`config.mk`:
```
export PLATFORM = sky130hd
export DESIGN_NAME = lnk_sync_gen
export DESIGN_NICKNAME = d
export VERILOG_FILES = /design/src/rtl/lnk_sync_pkg.sv /design/src/rtl/lnk_sync_seq.sv /design/src/rtl/lnk_sync_out.sv /design/src/rtl/lnk_sync_gen.sv
export SDC_FILE = /design/constraint.sdc
export NUM_CORES = 1
export LEC_CHECK = 0
export BUFFER_PORTS_ARGS = -buffer_cell sky130_fd_sc_hd__buf_2
export CAP_MARGIN = 5
export CORE_MARGIN = 5
export CORE_UTILIZATION = 41
export DETAILED_ROUTE_END_ITERATION = 6
export HOLD_SLACK_MARGIN = 0.1
export PLACE_DENSITY = 0.67
export SLEW_MARGIN = 20
export SYNTH_ARGS = -nofsm -noshare
export SYNTH_HDL_FRONTEND = slang
export SYNTH_HIERARCHICAL = 1
export SYNTH_SLANG_ARGS = --single-unit
```
`constraint.sdc`:
```
create_clock -name clk_i -period 1.5 [get_ports clk_i]
set_clock_uncertainty 0.05 [all_clocks]
set_input_delay 0.45 -clock clk_i [delete_from_list [all_inputs] [get_ports clk_i]]
set_output_delay 0.45 -clock clk_i [all_outputs]
set_load 0.03 [all_outputs]
```
`src/rtl/lnk_sync_pkg.sv`:
```
package lnk_sync_pkg;

  localparam logic [7:0] COMMA_K285 = 8'hBC;

  typedef struct packed {
    logic       ctl;
    logic [7:0] dat;
  } lane_t;

  // number of preamble characters
  function automatic int unsigned pre_len(int unsigned groups, int unsigned fills);
    return groups * (fills + 1);
  endfunction

  // character at preamble position idx
  function automatic lane_t pre_char(int unsigned idx, int unsigned fills,
                                     logic [7:0] fill_byte);
    lane_t c;
    if ((idx % (fills + 1)) == 0) begin
      c.ctl = 1'b1;
      c.dat = COMMA_K285;
    end else begin
      c.ctl = 1'b0;
      c.dat = fill_byte;
    end
    return c;
  endfunction

endpackage

```
`src/rtl/lnk_sync_seq.sv`:
```
module lnk_sync_seq
  import lnk_sync_pkg::*;
#(
  parameter int unsigned GROUPS    = 3,
  parameter int unsigned FILLS     = 1,
  parameter logic [7:0]  FILL_BYTE = 8'h00,
  localparam int unsigned LEN      = pre_len(GROUPS, FILLS),
  localparam int unsigned IW       = $clog2(LEN + 1)
) (
  input  logic          clk_i,
  input  logic          rst_i,
  output lane_t         pat_o,
  output logic          seq_end_o,
  output logic [IW-1:0] idx_o
);

  localparam logic [IW-1:0] LAST = IW'(LEN);

  logic [IW-1:0] idx_q;

  generate
    if ((FILLS % 2) == 0) begin : g_bad_fills
      $error("FILLS must be odd");
    end
  endgenerate

  always_ff @(posedge clk_i) begin
    if (rst_i) begin
      idx_q <= '0;
    end else if (idx_q != LAST) begin
      idx_q <= idx_q + 1'b1;
    end
  end

  assign seq_end_o = (idx_q == LAST);
  assign pat_o     = pre_char(int'(idx_q), FILLS, FILL_BYTE);
  assign idx_o     = idx_q;

  // a reset always returns the position to the first comma
  p_restart_r7: assert property (@(posedge clk_i) rst_i |=> idx_q == '0);

  // once at the end the position never moves on its own
  p_hold_end_r5: assert property (@(posedge clk_i) disable iff (rst_i)
    seq_end_o |=> seq_end_o);

endmodule

```
`src/rtl/lnk_sync_out.sv`:
```
module lnk_sync_out
  import lnk_sync_pkg::*;
(
  input  logic  clk_i,
  input  logic  rst_i,
  input  logic  seq_end_i,
  input  lane_t pat_i,
  input  lane_t usr_i,
  output lane_t lane_o,
  output logic  done_o
);

  lane_t lane_q;
  logic  done_q;
  lane_t pick;

  assign pick = seq_end_i ? usr_i : pat_i;

  always_ff @(posedge clk_i) begin
    if (rst_i) begin
      lane_q <= '0;
      done_q <= 1'b0;
    end else begin
      lane_q <= pick;
      done_q <= seq_end_i;
    end
  end

  assign lane_o = lane_q;
  assign done_o = done_q;

  // pass-through is exactly one register late
  p_pass_r6: assert property (@(posedge clk_i) disable iff (rst_i)
    seq_end_i |=> (lane_o == $past(usr_i)));

  // reset clears the lane and the done flag
  p_reset_clear_r8: assert property (@(posedge clk_i)
    rst_i |=> (lane_o == '0 && !done_o));

endmodule

```
`src/rtl/lnk_sync_gen.sv`:
```
module lnk_sync_gen
  import lnk_sync_pkg::*;
#(
  parameter int unsigned GROUPS    = 3,
  parameter int unsigned FILLS     = 1,
  parameter logic [7:0]  FILL_BYTE = 8'h00
) (
  input  logic       clk_i,
  input  logic       rst_i,
  input  logic [7:0] usr_data_i,
  input  logic       usr_ctl_i,
  output logic [7:0] enc_data_o,
  output logic       enc_ctl_o,
  output logic       sync_done_o
);

  localparam int unsigned LEN = pre_len(GROUPS, FILLS);
  localparam int unsigned IW  = $clog2(LEN + 1);

  lane_t         pat_w;
  lane_t         usr_w;
  lane_t         lane_w;
  logic          seq_end_w;
  logic [IW-1:0] seq_idx_w;

  assign usr_w.ctl = usr_ctl_i;
  assign usr_w.dat = usr_data_i;

  lnk_sync_seq #(
    .GROUPS   (GROUPS),
    .FILLS    (FILLS),
    .FILL_BYTE(FILL_BYTE)
  ) u_seq (
    .clk_i    (clk_i),
    .rst_i    (rst_i),
    .pat_o    (pat_w),
    .seq_end_o(seq_end_w),
    .idx_o    (seq_idx_w)
  );

  lnk_sync_out u_out (
    .clk_i    (clk_i),
    .rst_i    (rst_i),
    .seq_end_i(seq_end_w),
    .pat_i    (pat_w),
    .usr_i    (usr_w),
    .lane_o   (lane_w),
    .done_o   (sync_done_o)
  );

  assign enc_data_o = lane_w.dat;
  assign enc_ctl_o  = lane_w.ctl;

  // first cycle after reset release shows the comma
  p_first_comma_r1: assert property (@(posedge clk_i) disable iff (rst_i)
    ($past(rst_i) && !rst_i) |=> (enc_ctl_o && enc_data_o == COMMA_K285));

  // during the preamble a control char can only be the comma
  p_only_comma_r4: assert property (@(posedge clk_i) disable iff (rst_i)
    (!sync_done_o && enc_ctl_o) |-> enc_data_o == COMMA_K285);

  // during the preamble every data char is the fill byte
  p_fill_r3: assert property (@(posedge clk_i) disable iff (rst_i)
    (!sync_done_o && seq_idx_w != '0 && !enc_ctl_o) |-> enc_data_o == FILL_BYTE);

  // done rises only right after a fill character
  p_done_after_fill_r5: assert property (@(posedge clk_i) disable iff (rst_i)
    $rose(sync_done_o) |-> !$past(enc_ctl_o));

endmodule

```
==> impl_results.md <==
- R2r worst-path depth: 5
- Max Cap Viol: 0
- Synth Warn #: 6
- Slowest-stage cell, CP: dfxtp_1
- GPL Wtd Cong: 0.679
- Clock power share: 0.297
- Cell accounting for the most synthesized area: dfxtp_1
- Clock Pin Slew Worst Setup and Hold Paths: 0.08 ns
- Sink Count: 13
- Pwr/cell area: between 1000 and 1500 nW/um^2
- Die Ht: 47.1 um
- # IOs: 21
- Internal Power: approximately 0.00052 W
- Area Overhead vs Synth: 14.8%
- Max frequency: between 0.7 and 0.8 GHz
- CTS tree: yes
- Final setup fails: 0
- Worst hold stages: 3
- CP Cell Sequence: inv_1 -> ha_1 -> and2_4 -> mux2i_1 -> nor2_1
- Vias in the first global route: about 340
- Initial Util: 0.435
- Ys async rst share: 0
- CP startpoint kind: flip-flop
- Required time of the worst setup path: around 1.6 ns
- Post-CTS Resized: 0
- Worst r2r src: u_seq/idx_o[0]
- Cell Area, Synth: between 500 and 600 sq um
- Drt total wl: 931 um
- Via count: around 380
- Layout net count: 86
- WP data arrival: 1.46 ns
- Die width: around 47 um
- Post-route DRC: 0
- RSZ-0062 raised after global routing: false
- Yosys reg bits: 13
- Hold bufs inserted after CTS: 0
- Max Slew Vio Count: 0
- Largest net degree at the start of global routing: 15
- Worst min-delay path category: in2reg
- Via density per instance: 4.41
- Final period util: 0.904
- Dpl cell area: 623 sq um
- Initial antenna violation count: 0
- Critical Path End Type: flip-flop
- Final instance area: about 650 sq um
- Mean post-synth cell area: ~10 sq um
- Worst Hold Endpoint: u_out/lane_o[6]
- Status: finished, final reports clean
- Synth cell types: 18
- Setup repair bufs after CTS: 0
- HP Start: usr_data_i[6]
- Final setup TNS: 0 ns
- Ratio of cells with drive above 1 in the final layout: 0.375
- Antenna cells: 0
- DRT antenna net count: 0
- Kind of cell adding the most delay to the critical path: flip-flops
- Sw frac: 0.273
- Seq/Total Area, Yosys: 0.460
- DRT Pass-1 Iters: 4
- CP Buf/Inv Count: 1
- CTS root buf: clkbuf_4
- Worst Path Max Fanout: 11
- Clock Path Buffers: 2
- Flop pwr share: 0.534
- PortBufs: 20
- CTS Buf Count: 3
- Detailed placement HPWL: 703 um
- Pwr Total: 0.000714 W
- Core Area: around 1300 sq um
- Synthesized instance count: 55
- Final Hold Vio Count: 0
- Starting DRT DRC Count: 2
- H-tree Lvls: 1
- Post-synth EDFFs: 0
- Die ar.: 2220 sq um
- Top FF cell, synth: dfxtp_1
- Leak: 0.308 nW
- Overflow after GRT: 0
- Kind of critical path: reg2reg
- Top cell type's share of synthesized area: 0.460
- Worst path max stage delay: 0.34 ns
- Core Rows: 13
- First-pass GRT wire length: 1450 um
- Worst-skew pair later-pin latency: 0.27 ns
- Psw: ~0.00019 W
- Synth top area cells: dfxtp_1 46%, mux2i_1 16%, buf_4 11%
- Reg2reg setup slack: 0.14 ns
- Comb pwr share: 0.168
- Worst vdd ir: 0.462 mV
- Critical R2R Capture: u_out/lane_o[8]
- GRT Total Usage: 0.104
- Final min period: between 1 and 1.5 ns
- Stages on worst setup path: 5
- Routed length per placed instance: 10.7 um
==> power by group through the flow <==
stage	logic, W	clock network (W)	registers [W]
floorplan	0.0000641	0	0.000426
global placement	0.000120	0	0.000388
detailed placement	0.000122	0	0.000390
CTS	0.000122	0.000224	0.000382
global route	0.000133	0.000237	0.000385
finish	0.000120	0.000212	0.000381
==> worst register-to-register path: stages, from the launching register on <==
cell	delay [ns]
dfxtp_1	0.34
inv_1	0.09
ha_1	0.23
and2_4	0.27
mux2i_1	0.21
nor2_1	0.06
==> routing by layer <==
metal / routed length [um] / share of wire / up-vias / track usage
met5: 0 / 0 / - / 0
met1: 403 / 0.43 / 165 / 0.120
li1: - / - / 203 / -
met2: 410 / 0.44 / 14 / 0.136
met3: 95 / 0.10 / 2 / 0.0383
met4: 22 / 0.024 / 0 / 0.116
==> cell type report <==
cell class	count	area (sq um)
multi-input cells	33	233
inverters	1	3.75
fillers	127	652
flip-flops and latches	13	260
clock buffers	4	26.3
well taps	15	18.8
repair buffers	21	108
==> stage by stage <==
| step | hold WS (ns) | cells | setup WS, ns | utilization |
|---|---|---|---|---|
| after floorplan | 0.435 | 57 | 0.138 | - |
| after global placement | 0.457 | 83 | 0.206 | 0.479 |
| after detailed placement | 0.465 | 83 | 0.154 | 0.479 |
| after CTS | 0.352 | 87 | 0.148 | 0.499 |
| after global routing | 0.365 | 87 | 0.0251 | 0.499 |
| final | 0.360 | 87 | 0.144 | 0.499 |
==> cell families after synthesis <==
kind of cell | synth area share
flops | 0.460
buf+inv | 0.142
simple gates | 0.150
other cells | 0.00663
mux | 0.159
fa+ha+maj | 0.0442
compound gates | 0.0376
==> flip-flops by register name (all words and copies together), names as in the netlist <==
signal	flops
u_out/lane_o	9
u_out/done_o	1
u_seq/idx_o	3
==> layout by cell type, fill, tap and decap left out, types with 2 or more instances in the layout <==
cell type and n:
buf_2 20, clkbuf_4 3, conb_1 3, dfxtp_1 13
ha_1 2, mux2i_1 9, nor2_1 10
==> synth_stat cells (2+ instances only) <==
cell and n:
buf_4 8, dfxtp_1 13, ha_1 2, mux2i_1 9, nor2_1 10
==> worst max-delay path by stage <==
stage | from | endpoint | slack [ns]
3_5_place_dp | u_seq/idx_o[0] | u_out/lane_o[8] | 0.15
3_3_place_gp | u_seq/idx_o[0] | u_out/lane_o[3] | 0.21
5_1_grt | u_seq/idx_o[0] | u_out/lane_o[3] | 0.03
6_report | u_seq/idx_o[0] | u_out/lane_o[8] | 0.14
2_1_floorplan | u_seq/idx_o[0] | u_out/lane_o[2] | 0.14
4_1_cts | u_seq/idx_o[0] | u_out/lane_o[8] | 0.15
No activity file was read; power rests on OpenSTA's default activity.
